$ cat config.mk
export PLATFORM = sky130hd
export DESIGN_NAME = exc_entry_ctrl
export DESIGN_NICKNAME = d
export VERILOG_FILES = /design/src/rtl/exc_ctrl_pkg.sv /design/src/rtl/exc_state_regs.sv /design/src/rtl/exc_irq_gate.sv /design/src/rtl/exc_redirect.sv /design/src/rtl/exc_read_port.sv /design/src/rtl/exc_entry_ctrl.sv
export SDC_FILE = /design/constraint.sdc
export NUM_CORES = 1
export LEC_CHECK = 0
export ABC_CLOCK_PERIOD_IN_PS = 2800
export BUFFER_PORTS_ARGS = -buffer_cell sky130_fd_sc_hd__buf_2
export CORE_MARGIN = 5
export CORE_UTILIZATION = 45
export CTS_CLUSTER_DIAMETER = 30
export DETAILED_ROUTE_END_ITERATION = 16
export PLACE_DENSITY = 0.66
export SYNTH_ARGS = -nofsm -noshare
export SYNTH_HDL_FRONTEND = slang
export SYNTH_HIERARCHICAL = 1
export SYNTH_SLANG_ARGS = --single-unit
$ cat constraint.sdc
create_clock -name clk -period 2.8 [get_ports clk]
set_clock_uncertainty 0.1 [all_clocks]
set_input_delay 0.56 -clock clk [delete_from_list [all_inputs] [get_ports clk]]
set_output_delay 0.56 -clock clk [all_outputs]
set_load 0.02 [all_outputs]
$ cat src/rtl/exc_ctrl_pkg.sv
package exc_ctrl_pkg;
  localparam int CSR_AW = 2;

  typedef enum logic [CSR_AW-1:0] {
    CSR_STATUS  = 2'd0,
    CSR_SAVED   = 2'd1,
    CSR_MASK    = 2'd2,
    CSR_PENDING = 2'd3
  } csr_sel_e;

  localparam int PIE_BIT = 0;
endpackage

$ cat src/rtl/exc_state_regs.sv
module exc_state_regs
  import exc_ctrl_pkg::*;
#(
  parameter int DATA_W = 32,
  parameter int IRQ_N  = 32
) (
  input  logic              clk,
  input  logic              rst,
  input  logic              enter_i,
  input  logic              leave_i,
  input  logic              wr_en_i,
  input  logic [CSR_AW-1:0] wr_addr_i,
  input  logic [DATA_W-1:0] wr_data_i,
  output logic [DATA_W-1:0] status_o,
  output logic [DATA_W-1:0] saved_o,
  output logic [IRQ_N-1:0]  mask_o
);
  logic [DATA_W-1:0] status_q, saved_q;
  logic [IRQ_N-1:0]  mask_q;
  logic              sw_status, sw_saved, sw_mask;

  always_comb begin
    sw_status = wr_en_i && (wr_addr_i == CSR_STATUS);
    sw_saved  = wr_en_i && (wr_addr_i == CSR_SAVED);
    sw_mask   = wr_en_i && (wr_addr_i == CSR_MASK);
  end

  always_ff @(posedge clk) begin
    if (rst) begin
      status_q <= '0;
      saved_q  <= '0;
    end else if (leave_i) begin
      status_q <= saved_q;
    end else if (enter_i) begin
      saved_q  <= status_q;
      status_q <= status_q & ~(DATA_W'(1) << PIE_BIT);
    end else begin
      if (sw_status) status_q <= wr_data_i;
      if (sw_saved)  saved_q  <= wr_data_i;
    end
  end

  always_ff @(posedge clk) begin
    if (rst)          mask_q <= '0;
    else if (sw_mask) mask_q <= wr_data_i[IRQ_N-1:0];
  end

  assign status_o = status_q;
  assign saved_o  = saved_q;
  assign mask_o   = mask_q;

  AST_ENTRY_SAVES_STATUS: assert property (@(posedge clk) disable iff (rst)
    enter_i && !leave_i |=> saved_q == $past(status_q));
  AST_ENTRY_CLEARS_PIE: assert property (@(posedge clk) disable iff (rst)
    enter_i && !leave_i |=> !status_q[PIE_BIT] &&
      (status_q >> 1) == ($past(status_q) >> 1));
  AST_RETURN_RESTORES: assert property (@(posedge clk) disable iff (rst)
    leave_i |=> status_q == $past(saved_q));
  AST_MASK_WRITE: assert property (@(posedge clk) disable iff (rst)
    sw_mask |=> mask_q == $past(wr_data_i[IRQ_N-1:0]));
endmodule

$ cat src/rtl/exc_irq_gate.sv
module exc_irq_gate #(
  parameter int IRQ_N = 32
) (
  input  logic             clk,
  input  logic             rst,
  input  logic [IRQ_N-1:0] irq_i,
  input  logic [IRQ_N-1:0] mask_i,
  input  logic             pie_i,
  input  logic             boundary_i,
  input  logic             eret_i,
  output logic [IRQ_N-1:0] pending_o,
  output logic             take_o
);
  logic [IRQ_N-1:0] pending_q;

  always_ff @(posedge clk) begin
    if (rst) pending_q <= '0;
    else     pending_q <= irq_i & mask_i;
  end

  always_comb begin
    take_o = boundary_i && !eret_i && pie_i && (|pending_q);
  end

  assign pending_o = pending_q;

  AST_PENDING_MASKED: assert property (@(posedge clk) disable iff (rst)
    1'b1 |=> (pending_q & ~$past(mask_i)) == '0);
endmodule

$ cat src/rtl/exc_redirect.sv
module exc_redirect #(
  parameter int          ADDR_W    = 32,
  parameter int          REG_IDX_W = 5,
  parameter int          EA_IDX    = 29,
  parameter logic [31:0] VECTOR    = 32'h0000_0020
) (
  input  logic                 clk,
  input  logic                 rst,
  input  logic                 take_i,
  input  logic                 eret_i,
  input  logic [ADDR_W-1:0]    next_pc_i,
  input  logic [ADDR_W-1:0]    ea_in_i,
  output logic                 redirect_o,
  output logic [ADDR_W-1:0]    redirect_pc_o,
  output logic                 ea_we_o,
  output logic [REG_IDX_W-1:0] ea_idx_o,
  output logic [ADDR_W-1:0]    ea_data_o
);
  localparam logic [ADDR_W-1:0]    VEC_A = VECTOR[ADDR_W-1:0];
  localparam logic [REG_IDX_W-1:0] IDX_C = REG_IDX_W'(EA_IDX);

  always_ff @(posedge clk) begin
    if (rst) begin
      redirect_o    <= 1'b0;
      redirect_pc_o <= '0;
      ea_we_o       <= 1'b0;
      ea_data_o     <= '0;
    end else if (eret_i) begin
      redirect_o    <= 1'b1;
      redirect_pc_o <= ea_in_i;
      ea_we_o       <= 1'b0;
    end else if (take_i) begin
      redirect_o    <= 1'b1;
      redirect_pc_o <= VEC_A;
      ea_we_o       <= 1'b1;
      ea_data_o     <= next_pc_i;
    end else begin
      redirect_o    <= 1'b0;
      ea_we_o       <= 1'b0;
    end
  end

  assign ea_idx_o = IDX_C;

  AST_EA_CAPTURE: assert property (@(posedge clk) disable iff (rst)
    take_i && !eret_i |=> ea_we_o && ea_data_o == $past(next_pc_i));
  AST_VECTOR_JUMP: assert property (@(posedge clk) disable iff (rst)
    take_i && !eret_i |=> redirect_o && redirect_pc_o == VEC_A);
  AST_RETURN_JUMP: assert property (@(posedge clk) disable iff (rst)
    eret_i |=> redirect_o && !ea_we_o && redirect_pc_o == $past(ea_in_i));
  AST_REDIRECT_PULSE: assert property (@(posedge clk) disable iff (rst)
    !take_i && !eret_i |=> !redirect_o && !ea_we_o);
endmodule

$ cat src/rtl/exc_read_port.sv
module exc_read_port
  import exc_ctrl_pkg::*;
#(
  parameter int DATA_W = 32,
  parameter int IRQ_N  = 32
) (
  input  logic              clk,
  input  logic              rst,
  input  logic [CSR_AW-1:0] raddr_i,
  input  logic [DATA_W-1:0] status_i,
  input  logic [DATA_W-1:0] saved_i,
  input  logic [IRQ_N-1:0]  mask_i,
  input  logic [IRQ_N-1:0]  pending_i,
  output logic [DATA_W-1:0] rdata_o
);
  logic [DATA_W-1:0] mask_ext, pend_ext;

  always_comb begin
    mask_ext = '0;
    pend_ext = '0;
    mask_ext[IRQ_N-1:0] = mask_i;
    pend_ext[IRQ_N-1:0] = pending_i;
  end

  always_ff @(posedge clk) begin
    if (rst) begin
      rdata_o <= '0;
    end else begin
      unique case (csr_sel_e'(raddr_i))
        CSR_STATUS:  rdata_o <= status_i;
        CSR_SAVED:   rdata_o <= saved_i;
        CSR_MASK:    rdata_o <= mask_ext;
        CSR_PENDING: rdata_o <= pend_ext;
        default:     rdata_o <= '0;
      endcase
    end
  end
endmodule

$ cat src/rtl/exc_entry_ctrl.sv
module exc_entry_ctrl
  import exc_ctrl_pkg::*;
#(
  parameter int          DATA_W    = 32,
  parameter int          ADDR_W    = 32,
  parameter int          IRQ_N     = 32,
  parameter int          EA_IDX    = 29,
  parameter logic [31:0] VECTOR    = 32'h0000_0020
) (
  input  logic              clk,
  input  logic              rst,
  input  logic [IRQ_N-1:0]  irq_i,
  input  logic              boundary_i,
  input  logic [ADDR_W-1:0] next_pc_i,
  input  logic              eret_i,
  input  logic [ADDR_W-1:0] ea_in_i,
  input  logic              ctl_we_i,
  input  logic [1:0]        ctl_waddr_i,
  input  logic [DATA_W-1:0] ctl_wdata_i,
  input  logic [1:0]        ctl_raddr_i,
  output logic [DATA_W-1:0] ctl_rdata_o,
  output logic              redirect_o,
  output logic [ADDR_W-1:0] redirect_pc_o,
  output logic              ea_we_o,
  output logic [4:0]        ea_idx_o,
  output logic [ADDR_W-1:0] ea_data_o,
  output logic              pie_o
);
  localparam int REG_IDX_W = 5;

  logic [DATA_W-1:0] status_w, saved_w;
  logic [IRQ_N-1:0]  mask_w, pending_w;
  logic              take_w;

  exc_state_regs #(.DATA_W(DATA_W), .IRQ_N(IRQ_N)) u_regs (
    .clk(clk), .rst(rst),
    .enter_i(take_w), .leave_i(eret_i),
    .wr_en_i(ctl_we_i), .wr_addr_i(ctl_waddr_i), .wr_data_i(ctl_wdata_i),
    .status_o(status_w), .saved_o(saved_w), .mask_o(mask_w)
  );

  exc_irq_gate #(.IRQ_N(IRQ_N)) u_gate (
    .clk(clk), .rst(rst),
    .irq_i(irq_i), .mask_i(mask_w), .pie_i(status_w[PIE_BIT]),
    .boundary_i(boundary_i), .eret_i(eret_i),
    .pending_o(pending_w), .take_o(take_w)
  );

  exc_redirect #(.ADDR_W(ADDR_W), .REG_IDX_W(REG_IDX_W),
                 .EA_IDX(EA_IDX), .VECTOR(VECTOR)) u_redir (
    .clk(clk), .rst(rst),
    .take_i(take_w), .eret_i(eret_i),
    .next_pc_i(next_pc_i), .ea_in_i(ea_in_i),
    .redirect_o(redirect_o), .redirect_pc_o(redirect_pc_o),
    .ea_we_o(ea_we_o), .ea_idx_o(ea_idx_o), .ea_data_o(ea_data_o)
  );

  exc_read_port #(.DATA_W(DATA_W), .IRQ_N(IRQ_N)) u_rd (
    .clk(clk), .rst(rst),
    .raddr_i(ctl_raddr_i),
    .status_i(status_w), .saved_i(saved_w),
    .mask_i(mask_w), .pending_i(pending_w),
    .rdata_o(ctl_rdata_o)
  );

  assign pie_o = status_w[PIE_BIT];

  AST_NO_TAKE_WHEN_OFF: assert property (@(posedge clk) disable iff (rst)
    !pie_o |-> !take_w);
  AST_RETURN_BEATS_ENTRY: assert property (@(posedge clk) disable iff (rst)
    eret_i |-> !take_w);
  AST_ENTRY_BLOCKS_SW: assert property (@(posedge clk) disable iff (rst)
    take_w && !eret_i |=> !pie_o);
endmodule

Word level (Yosys, flattened, before mapping)
Index checks and enable logic that the tools add are counted.
{"block": "totals", "ramBits": 0, "mem_bits_ro": 0, "ff_bits": 226, "out_inout_bits": 104, "latchBits": 0, "mem_count": 0}
{"block": "op_classes", "add_sub_neg": 0, "mul": 0, "n_mux": 10, "shifts": 0, "reduce_logical": 18, "div": 0, "bitwise_logic": 2, "magnitude_cmp": 0, "n_eq_ne": 6}
{"operator": "$mux 32", "count": 7}
{"operator": "$pmux 32 s4", "count": 1}
{"operator": "$and 32x32->32", "count": 1}
{"operator": "$reduce_or 32->1", "count": 1}
{"operator": "$eq 2x2->1 const B", "count": 3}
{"operator": "$logic_and 1x1->1", "count": 6}
{"operator": "$reduce_and 2->1", "count": 3}
{"operator": "$reduce_bool 2->1", "count": 3}
{"operator": "$eq 2x1->1 const B", "count": 2}
{"operator": "$logic_not 2->1", "count": 2}
{"operator": "$reduce_bool 3->1", "count": 1}
{"operator": "$mux 1", "count": 2}
{"operator": "$ne 2x2->1 const B", "count": 1}
{"operator": "$reduce_or 2->1", "count": 1}
{"operator": "$logic_not 1->1", "count": 1}
{"operator": "$not 1->1", "count": 1}

Logic depth before layout (Yosys ltp)
Gate-level depths: netlist (run 1).
{"block": "logic_depth", "ltp_word": 6, "mapped_depth": 9, "mapped_depth_nobuf": 6}

Hierarchy
Netlist (run 1), hierarchy kept.
{"module": "exc_state_regs", "seq_area_each_um2": 1921.8, "area_each_um2": 4455.5, "n_inst": 1, "cells_each": 478}
{"module": "exc_redirect", "seq_area_each_um2": 1321.3, "area_each_um2": 2952.8, "n_inst": 1, "cells_each": 297}
{"module": "exc_read_port", "seq_area_each_um2": 640.6, "area_each_um2": 1631.6, "n_inst": 1, "cells_each": 144}
{"module": "exc_irq_gate", "seq_area_each_um2": 640.6, "area_each_um2": 979.7, "n_inst": 1, "cells_each": 112}

Least setup slack after synthesis (run 1)
OpenSTA, ideal clock, no wires.
{"block": "synth_timing", "path_type": "reg-to-reg", "startpoint": "register u_gate.pending_q[24] (netlist: u_gate/pending_o[24])", "endpoint": "register u_regs.status_q[1] (netlist: u_regs/status_o[1])", "slack_ns": 0.493, "period_less_slack_ns": 2.307, "path_buffers": 3, "setup_time_ns": 0.153, "path_stages_with_launch": 10, "arrival_ns": 2.054, "path_cell_list": "dfxtp_1 > nor4_1 > nand4_1 > o21a_1 > buf_6 > or4b_1 > buf_2 > buf_6 > nor3_2 > a2111oi_2"}
{"block": "synth_between", "elab_chain_cells": 4}
{"element": "start: declaration", "line": "exc_irq_gate.sv:14", "source": "logic [IRQ_N-1:0] pending_q;"}
{"element": "start signal: assignment", "line": "exc_irq_gate.sv:18", "source": "else pending_q <= irq_i & mask_i;"}
{"element": "$reduce_or 32->1", "line": "exc_irq_gate.sv:22", "source": "take_o = boundary_i && !eret_i && pie_i && (|pending_q);"}
{"element": "$logic_and 1x1->1", "line": "exc_irq_gate.sv:22"}
{"element": "via take_w", "line": "exc_entry_ctrl.sv:33", "source": "logic take_w;"}
{"element": "$ne 2x2->1 (no source line)"}
{"element": "$reduce_and 2->1 (no source line)"}
{"element": "end signal: assignment", "line": "exc_state_regs.sv:33", "source": "status_q <= saved_q;"}
{"element": "end signal: assignment", "line": "exc_state_regs.sv:36", "source": "status_q <= status_q & ~(DATA_W'(1) << PIE_BIT);"}
{"element": "end signal: assignment", "line": "exc_state_regs.sv:38", "source": "if (sw_status) status_q <= wr_data_i;"}
{"element": "end: declaration", "line": "exc_state_regs.sv:18", "source": "logic [DATA_W-1:0] status_q, saved_q;"}
The timed path passes the listed nets, and every way through them passes these cells.
A chain may end at the register's enable or synchronous reset.

Worst setup path after layout (run 1)
{"block": "layout_timing", "startpoint": "register u_gate.pending_q[0] (netlist: u_gate/pending_o[0])", "endpoint": "register u_regs.status_q[29] (netlist: u_regs/status_o[29])"}
Same word-level chain as after synthesis.

==> results.md, run 1 <==
Clock network:
- The worst-skew pair later-pin latency is between 0.5 and 0.6 ns.
- The clock transition at the register clock pins on the worst setup and hold paths after CTS is around 0.05 ns.
- The number of hold-repair buffers added at the cts stage is 0.
- The number of buffers inserted during clock tree synthesis is between 40 and 50.
- TritonCTS built the clock tree.
- CTS placed an instance of sky130_fd_sc_hd__clkbuf_16 at the clock tree root.
- CTS saw 226 sinks.
- After clock tree synthesis, the setup repair step added 0 buffers.
- The total number of H-tree levels is 2.
- Once the clock tree was built, the resizer swapped 0 gates to a different size.
- The clock passes through at most 3 buffers.

Floorplan:
- The number of top-level pins is ~240.
- The starting density of the core is 45.8%.
- The die covers 25300 um2.
- Measured along the y axis, the die boundary spans 159 um.
- Row generation in the floorplan step produced 54 rows.
- The placeable core region is between 20000 and 25000 um2.
- The die extent in x is between 150 and 200 um.

Yosys:
- Counting flops with a built-in enable in the synthesized netlist gives 0.
- Ranked by total cell area, the synthesized netlist is headed by sky130_fd_sc_hd__dfxtp_1 (45%), sky130_fd_sc_hd__mux2i_1 (6.6%), sky130_fd_sc_hd__nand2_1 (4.7%), sky130_fd_sc_hd__a2111oi_2 (3.6%), sky130_fd_sc_hd__nand4bb_1 (3.6%).
- For this run, the register share of the synthesized area comes to a little under half.
- The number of warning messages in the yosys log is 6.
- The prevailing post-synth register cell is sky130_fd_sc_hd__dfxtp_1.
- The share of async-settable or async-resettable flops after synthesis is 0%.
- The synthesized area divided by synthesized cell count is 9.72 um2.
- The portion of synthesized cell area occupied by the leading cell type is between 40% and 50%.
- The flip-flop and latch count after synthesis is roughly 230.
- Synthesis instantiated 48 different standard cells from the library.
- The number of instances in the synthesized netlist is ~1000.
- The cell area after synthesis is 10000 um2.
- The biggest area contributor in the post-synthesis netlist is sky130_fd_sc_hd__dfxtp_1.

Worst setup path:
- The startpoint type of the worst setup path is a flop.
- The critical path crosses 7 cells after its start point.
- Counting both buffers and inverters, the worst setup path holds a total of 1.
- The worst setup path is of the flop to flop kind.
- The worst path arrival time is 2.98 ns.
- The worst reg2reg path depth is 7.
- The maximum single-stage delay on the critical path is about 0.7 ns.
- The required time of the critical path is 3.08 ns.
- The startpoint of the most critical register-to-register path is u_gate/pending_o[0].
- In this run the register-to-register setup slack is approximately 0.10 ns.
- Along the worst path, the maximum fanout reaches 12.
- The sort of element at the end of the critical path is a flop.
- The endpoint identified for the worst register-to-register timing path is u_regs/status_o[29].
- The critical path goes through nor4_1, nand4_1, o21a_2, or4b_2, buf_4, nor3_2, a2111oi_2.
- The cell with the largest stage delay on the worst path is sky130_fd_sc_hd__or4b_2.
- The family of cells with the greatest summed delay on the critical path is simple AND/OR/NAND/NOR gates.

Hold path:
- The worst hold path begins at irq_i[7].
- The tightest min-delay check is of the input port to flop type.
- The worst hold path passes through 3 cells.
- The worst hold path terminates at u_gate/pending_o[7].

GRT:
- Entering global routing, the biggest net connects 158 pins.
- The number of antenna violations at the first check in global routing came to 2.
- The number of global-route vias before repair is about 8400.
- For this run the aggregate overflow at the end of global routing stands at 0.
- The overall track demand over capacity in global routing is about a fifth.
- The first global-routing pass estimated roughly 46 mm of wire.

Finish:
- At the end of the flow, the number of nets in the layout was around 1400.
- The layout-stage area growth over the synthesis result is 29.8%.
- The post-route netlist has 36.0% of its cells at a drive strength greater than 1.
- The filler cells instantiated in the layout total 1874.
- The number of diodes added for antenna fixing is 0.

Power and ir drop:
- The leakage power summed over all cells is roughly 5.3 nW.
- In this run the power density over the cells is between 700 and 800 nW/um2.
- The peak supply drop is between 0.0004 and 0.0005 V.
- The completed layout was analyzed and its total power is between 10 and 15 mW.

Placed design:
- The count of buffers added on input and output ports is 235.
- The detailed-placement wirelength estimate is 18.4 mm.
- The pre-CTS setup slack is roughly 0.13 ns.
- The routability congestion estimate is roughly 0.74.

Timing:
- The measured slew at the worst slew-check pin is approximately 1.1 ns.
- The share of the cycle needed by the critical path after routing is a little over nine tenths.
- The number of failing hold endpoints at the final stage is 0.
- The smallest clock period supported by the final layout is computed as around 2.7 ns.
- The relative slew slack is between 20% and 30%.
- The max-slew violation count is 0.
- The final count of negative-setup-slack endpoints is 0.
- The maximum clock rate is ~370 MHz.
- Once routing completed, OpenROAD measured the worst setup slack at between 0.09 and 0.1 ns.
- Setup repair after global routing left no endpoint under its margin.
- The worst hold margin is approximately 0.14 ns.
- The total negative slack for setup checks is 0 ns.

Route:
- The number of vias in the routed layout is between 8000 and 9000.
- The average routed wire per standard cell is 18.3 um.
- The post-route DRC violation count is 0.
- The detail route stage leaves a number of antenna-violating nets equal to 0.
- The vias per cell is 5.49.
- The routed design has 28.7 mm of wire.
- The initial detailed-routing violation count is just under 600.
- For this run, the detailed router's first-pass iteration total came to 5.

Flow run:
- The number of max-cap violations is 0.

Outcome:
- The flow ran to the end, and the final reports show no timing, DRC or antenna violations.
-- state kept, by name, summed over array words and instances, names as in the netlist --
name and cells:
u_gate/pending_o 32, u_rd/rdata_o 32, u_redir/ea_data_o 32, u_redir/ea_we_o 1, u_redir/redirect_o 1, u_redir/redirect_pc_o 32
u_regs/mask_o 32, u_regs/saved_o 32, u_regs/status_o 32
-- cells in the final DEF, fill, tap and decap left out, types with 32 or more instances in the layout --
cell	instances
sky130_fd_sc_hd__a21oi_1	33
sky130_fd_sc_hd__buf_2	232
sky130_fd_sc_hd__clkbuf_16	50
sky130_fd_sc_hd__dfxtp_1	226
sky130_fd_sc_hd__inv_1	90
sky130_fd_sc_hd__mux2i_1	66
sky130_fd_sc_hd__nand2_1	126
sky130_fd_sc_hd__nand2b_1	32
sky130_fd_sc_hd__nand4bb_1	32
sky130_fd_sc_hd__nor2_1	37
sky130_fd_sc_hd__nor3_1	34
sky130_fd_sc_hd__o22ai_1	33
-- cells by family after synthesis --
group                  count (synthesis)  share of synthesized area [%]
DFF                                  226                           45.2
buffers and inverters                193                           9.35
muxes                                 66                           6.59
other                                  2                         0.0750
AOI/OAI and AO/OA                    225                           20.3
and+or+nand+nor                      319                           18.6
-- worst register-to-register path: cells and delay by family (launching register included) --
| kind | cells | cell delay (ns) |
|---|---|---|
| DFF | 1 | 0.32 |
| AOI/OAI and AO/OA | 2 | 0.29 |
| and+or+nand+nor | 4 | 1.59 |
| buffers and inverters | 1 | 0.25 |
-- cell type report --
type	instances	area [um2]	share of cell area (%)
Tap cell	280	350	2.69
Clock inverter	32	403	3.10
Clock buffer	60	1330	10.2
Inverter	91	342	2.63
Multi-Input combinational cell	615	4590	35.3
Sequential cell	226	4520	34.8
Timing Repair Buffer	263	1470	11.3
-- metal layers --
metal	vias to the layer above	track usage, %	share of wire, %
li1	4127	-	-
met1	4037	29.0	45
met2	373	33.4	45
met3	62	5.51	7.8
met4	4	6.79	2.3
met5	-	0	0.094
-- power breakdown --
| group | switching (mW) | total, mW | internal (mW) |
|---|---|---|---|
| combinational | 0.458 | 0.769 | 0.311 |
| sequential | 0.0628 | 3.39 | 3.33 |
| clock | 1.85 | 5.89 | 4.03 |
| total | 2.37 | 10.0 | 7.67 |
-- worst max path at each step --
stage | start | endpoint | slack (ns)
6_report | u_gate/pending_o[0] | u_regs/status_o[29] | 0.1
5_1_grt | u_gate/pending_o[24] | u_regs/status_o[29] | 0.06
4_1_cts | u_gate/pending_o[24] | u_redir/redirect_pc_o[1] | 0.02
3_5_place_dp | u_gate/pending_o[24] | u_redir/redirect_pc_o[29] | 0.13
3_3_place_gp | u_gate/pending_o[25] | u_regs/status_o[27] | 0.19
2_1_floorplan | u_gate/pending_o[24] | u_regs/status_o[1] | 0.49
-- cell usage after synthesis, types with 2 or more instances --
| cell | n |
|---|---|
| sky130_fd_sc_hd__a2111oi_1 | 6 |
| sky130_fd_sc_hd__nand4_1 | 2 |
| sky130_fd_sc_hd__o21ai_1 | 2 |
| sky130_fd_sc_hd__conb_1 | 2 |
| sky130_fd_sc_hd__a21oi_1 | 33 |
| sky130_fd_sc_hd__or2_1 | 2 |
| sky130_fd_sc_hd__nor2b_1 | 5 |
| sky130_fd_sc_hd__a32o_1 | 3 |
| sky130_fd_sc_hd__clkbuf_2 | 4 |
| sky130_fd_sc_hd__clkbuf_1 | 44 |
| sky130_fd_sc_hd__nand2b_1 | 32 |
| sky130_fd_sc_hd__o32ai_1 | 8 |
| sky130_fd_sc_hd__o32ai_2 | 20 |
| sky130_fd_sc_hd__buf_4 | 8 |
| sky130_fd_sc_hd__nor3_2 | 30 |
| sky130_fd_sc_hd__a2111oi_2 | 24 |
| sky130_fd_sc_hd__buf_2 | 22 |
| sky130_fd_sc_hd__inv_1 | 90 |
| sky130_fd_sc_hd__o22ai_1 | 33 |
| sky130_fd_sc_hd__o21ai_0 | 30 |
| sky130_fd_sc_hd__a221oi_1 | 31 |
| sky130_fd_sc_hd__buf_1 | 4 |
| sky130_fd_sc_hd__o221a_2 | 31 |
| sky130_fd_sc_hd__buf_6 | 20 |
| sky130_fd_sc_hd__nor2_1 | 37 |
| sky130_fd_sc_hd__nand4bb_1 | 32 |
| sky130_fd_sc_hd__dfxtp_1 | 226 |
| sky130_fd_sc_hd__nand2_1 | 126 |
| sky130_fd_sc_hd__mux2i_1 | 66 |
| sky130_fd_sc_hd__nor4_1 | 7 |
| sky130_fd_sc_hd__nor3_1 | 34 |
-- metrics by stage --
stage               cells  utilization, %  area (um2)
floorplan            1034               -       10000
global placement     1475            51.4       11300
detailed placement   1475            51.4       11300
CTS                  1567            59.3       13000
global route         1567            59.4       13000
finish               1567            59.4       13000
Power figures use the tool's default switching activity.
==> run 2: changes to the inputs <==
--- a/config.mk
+++ b/config.mk
@@ -8,11 +8,12 @@
 export ABC_CLOCK_PERIOD_IN_PS = 2800
 export BUFFER_PORTS_ARGS = -buffer_cell sky130_fd_sc_hd__buf_2
 export CORE_MARGIN = 5
-export CORE_UTILIZATION = 45
+export CORE_UTILIZATION = 35
 export CTS_CLUSTER_DIAMETER = 30
 export DETAILED_ROUTE_END_ITERATION = 16
-export PLACE_DENSITY = 0.66
+export PLACE_DENSITY = 0.53
 export SYNTH_ARGS = -nofsm -noshare
 export SYNTH_HDL_FRONTEND = slang
 export SYNTH_HIERARCHICAL = 1
 export SYNTH_SLANG_ARGS = --single-unit
+export TNS_END_PERCENT = 100
==> results.md, run 2 (synthesis results as in run 1) <==
Power and ir drop:
- The fraction of power consumed by combinational cells was 7.1% (-0.6 points).
- The register share of total power came to 30.9% (-2.9 points).
- The peak supply drop is 0.000498 V (+5.2%).
- The internal power of the cells is 8.41 mW (+9.6%).
- The areal power density over the cells came to 815 nW/um2 (+5.5%).
- The leakage power summed over all cells is 5.45 nW (+2.7%).
- The part of the total power dissipated in the clock network came to 62.0% (+3.4 points).
- The net load switching power is 2.57 mW (+8.2%).
- The share of total power consumed by net switching is 23.4% (-0.23 points).

Hold path:
- The worst hold path terminates at u_gate/pending_o[10].
- The kind of path behind the tightest hold check is input port to flop.
- The number of instances on the worst hold path is 3 (unchanged).
- The worst hold path begins at irq_i[10].

GRT:
- The global routing usage on met3 came to 5.65% (+0.14 points).
- The number of global-route vias before repair came to 8469 (+1.3%).
- The layer flagged by global routing as most heavily used is met2.
- The global-route wire length before repair came to 46.5 mm (+2.1%).
- The met1 usage in global routing is 23.5% (-5.5 points).
- The met2 usage is 29.4% (-4.1 points).
- The number of antenna violations at the first check in global routing came to 6 (+4).
- The maximum number of pins on one net before global-route repair is 94 (-41%).
- The overall track demand over capacity in global routing was 18.2% (-3.1 points).
- The remaining global-route overflow was 0 (unchanged).

Route:
- The antenna violation net count after detailed routing is 0 (unchanged).
- The post-route DRC violation count is 0 (unchanged).
- The average routed wire per standard cell was 18.2 um (-1.1%).
- The number of vias in the routed layout came to 8541 (-0.72%).
- The initial detailed-routing violation count came to 397 (-33%).
- The vias per cell is 5.05 (-8.1%).
- The wire length after detailed routing is 30.7 mm (+6.8%).
- The number of iterations in the first detailed-routing pass came to 7 (+2).

Clock network:
- The number of clock sinks is 226 (unchanged).
- The number of hold-repair buffers added at the cts stage was 0 (unchanged).
- The total number of H-tree levels is 2 (unchanged).
- The worst-skew pair later-pin latency is 0.56 ns (+0.02 ns).
- The CTS tree is yes.
- The root buffer cell chosen for the clock tree is sky130_fd_sc_hd__clkbuf_16.
- The number of setup buffers added after CTS is 0 (unchanged).
- The clock transition at the register clock pins on the worst setup and hold paths after CTS is 0.05 ns (about the same).
- The number of buffers on the longest clock path is 3 (unchanged).
- The number of buffers inserted during clock tree synthesis is 57 (+16%).

Timing:
- The relative slew slack came to 36.1% (+6.2 points).
- The number of failing hold endpoints at the final stage is 0 (unchanged).
- The maximum clock rate is 374 MHz (+1.0%).
- Setup repair after global routing left no endpoint under its margin.
- The slack of the critical path came to 0.127 ns (+0.0269 ns).
- The max-slew violation count is 0 (unchanged).
- The final count of negative-setup-slack endpoints is 0 (unchanged).
- The worst hold margin is 0.122 ns (-0.0185 ns).
- The share of the cycle needed by the critical path after routing is 95.5% (-0.96 points).
- The final critical-path required period is 2.67 ns (-0.0269 ns).
- The measured slew at the worst slew-check pin is 0.959 ns (-0.0928 ns).

Worst setup path:
- The startpoint-to-endpoint class of the critical path is flop to flop.
- The slack of the worst reg-to-reg path is 0.13 ns (+0.03 ns).
- The startpoint identified for the worst register-to-register timing path is u_gate/pending_o[9].
- The largest fanout on the critical path was 13 (+1).
- The startpoint type of the worst setup path is a flop.
- The worst path arrival time came to 2.97 ns (about the same).
- The required time of the critical path was 3.10 ns (+0.02 ns).
- The family of cells with the greatest summed delay on the critical path is simple AND/OR/NAND/NOR gates.
- The maximum single-stage delay on the critical path is 0.73 ns (about the same).
- The worst reg2reg path depth is 7 (unchanged).
- The signal on the critical path passes through nor4_1, nand4_1, o21a_2, or4b_2, buf_4, nor3_2, a2111oi_2.
- The worst register-to-register path ends at u_regs/status_o[24].
- The number of buffer and inverter instances along the worst setup path is 1 (unchanged).
- STA classifies the critical path endpoint as a flop.
- The largest individual stage delay along the critical path comes from the cell sky130_fd_sc_hd__or4b_2.

Outcome:
- The run finished with clean final reports.

Finish:
- The library cell used most frequently in the layout, excluding fill and tap cells, is sky130_fd_sc_hd__buf_2.
- The total number of nets in the final design came to 1395 (+0.87%).
- Relative to the synthesized area, the layout overhead comes to 34.5%.
- Leaving out fill and tap cells, the most frequent cells in the layout are sky130_fd_sc_hd__buf_2 (232), sky130_fd_sc_hd__dfxtp_1 (226), sky130_fd_sc_hd__nand2_1 (126), sky130_fd_sc_hd__inv_1 (90), sky130_fd_sc_hd__mux2i_1 (66).
- The share of post-route cells with drive strength above 1 is 37.1% (+1.1 points).

Placed design:
- The routability congestion estimate came to 0.748 (+0.50%).
- The pre-CTS setup slack came to -0.0146 ns (-0.143 ns).
- The number of port buffers is 235 (unchanged).
- The detailed-placement wirelength estimate was 20.2 mm (+9.8%).

Floorplan:
- The placeable core region was 28500 um2 (+30%).
- The number of top-level pins is 241 (unchanged).
- The starting density of the core was 35.2% (-11 points).
- The die outline height is 179 um (+13%).
- The area of the die came to 32100 um2 (+27%).
- The cell row count is 62 (+15%).
- The die extent in x was 179 um (+13%).

Flow run:
- The number of max-cap violations is 0 (unchanged).
-- run 2: cell types whose count changed in the layout (fill, tap and decap cells not counted), sizes merged --
| cell | change |
|---|---|
| clkinvlp | +10 |
| bufinv | +1 |
| clkbuf | +12 |
| clkinv | -7 |
| diode | +1 |
| buf | +4 |
-- run 2: worst max-delay path by stage --
stage                          from                  end  slack, ns  cells after the start
6_report        u_gate/pending_o[9]  u_regs/status_o[24]       0.13                      7
5_1_grt        u_gate/pending_o[25]  u_regs/status_o[18]       0.01                      8
4_1_cts        u_gate/pending_o[24]  u_regs/status_o[23]       0.09                      7
3_5_place_dp    u_gate/pending_o[6]  u_regs/status_o[25]      -0.01                      7
3_3_place_gp    u_gate/pending_o[6]  u_regs/status_o[26]      -0.06                      7
2_1_floorplan  u_gate/pending_o[24]   u_regs/status_o[1]       0.49                      9
-- run 2: final cells by class --
type                            instances  area (um2)
Antenna cell                            1        2.50
Clock buffer                           72        1610
Clock inverter                         36         437
Fill cell                            2723       15000
Inverter                               91         342
Multi-Input combinational cell        615        4600
Sequential cell                       226        4520
Tap cell                              384         480
Timing Repair Buffer                  267        1490
-- run 2: per-layer routing --
layer	up-vias	wire length, um
met5	-	57
met4	10	621
met3	67	2700
met2	290	13800
met1	4006	13500
li1	4168	-
-- run 2: power groups by stage --
stage	logic, mW	registers, mW	clock network [mW]
floorplan	0.463	3.49	0
global placement	0.774	3.45	0
detailed placement	0.780	3.45	0
CTS	0.784	3.39	6.94
global route	0.845	3.40	7.12
finish	0.776	3.39	6.81
-- run 2: metrics by stage --
step                util, %  instances  total power, mW  cell area, um2  setup TNS, ns
floorplan                 -       1034             3.95           10000              0
global placement       40.1       1583             4.22           11400         -0.816
detailed placement     40.1       1583             4.23           11400        -0.0389
CTS                    47.2       1691             11.1           13500              0
global route           47.3       1692             11.4           13500              0
finish                 47.3       1692             11.0           13500              0
-- run 2: what timing repair did --
action                                  CTS  global route
endpoints found under the setup margin   16             4
gates resized for setup                   1             5
endpoints found under the hold margin     0             0
gates cloned                              0             0
-- run 2: tightest hold or removal path: stages --
cell	delay, ns
sky130_fd_sc_hd__buf_2	0.07
sky130_fd_sc_hd__nand2_1	0.04
sky130_fd_sc_hd__nor2_1	0.07
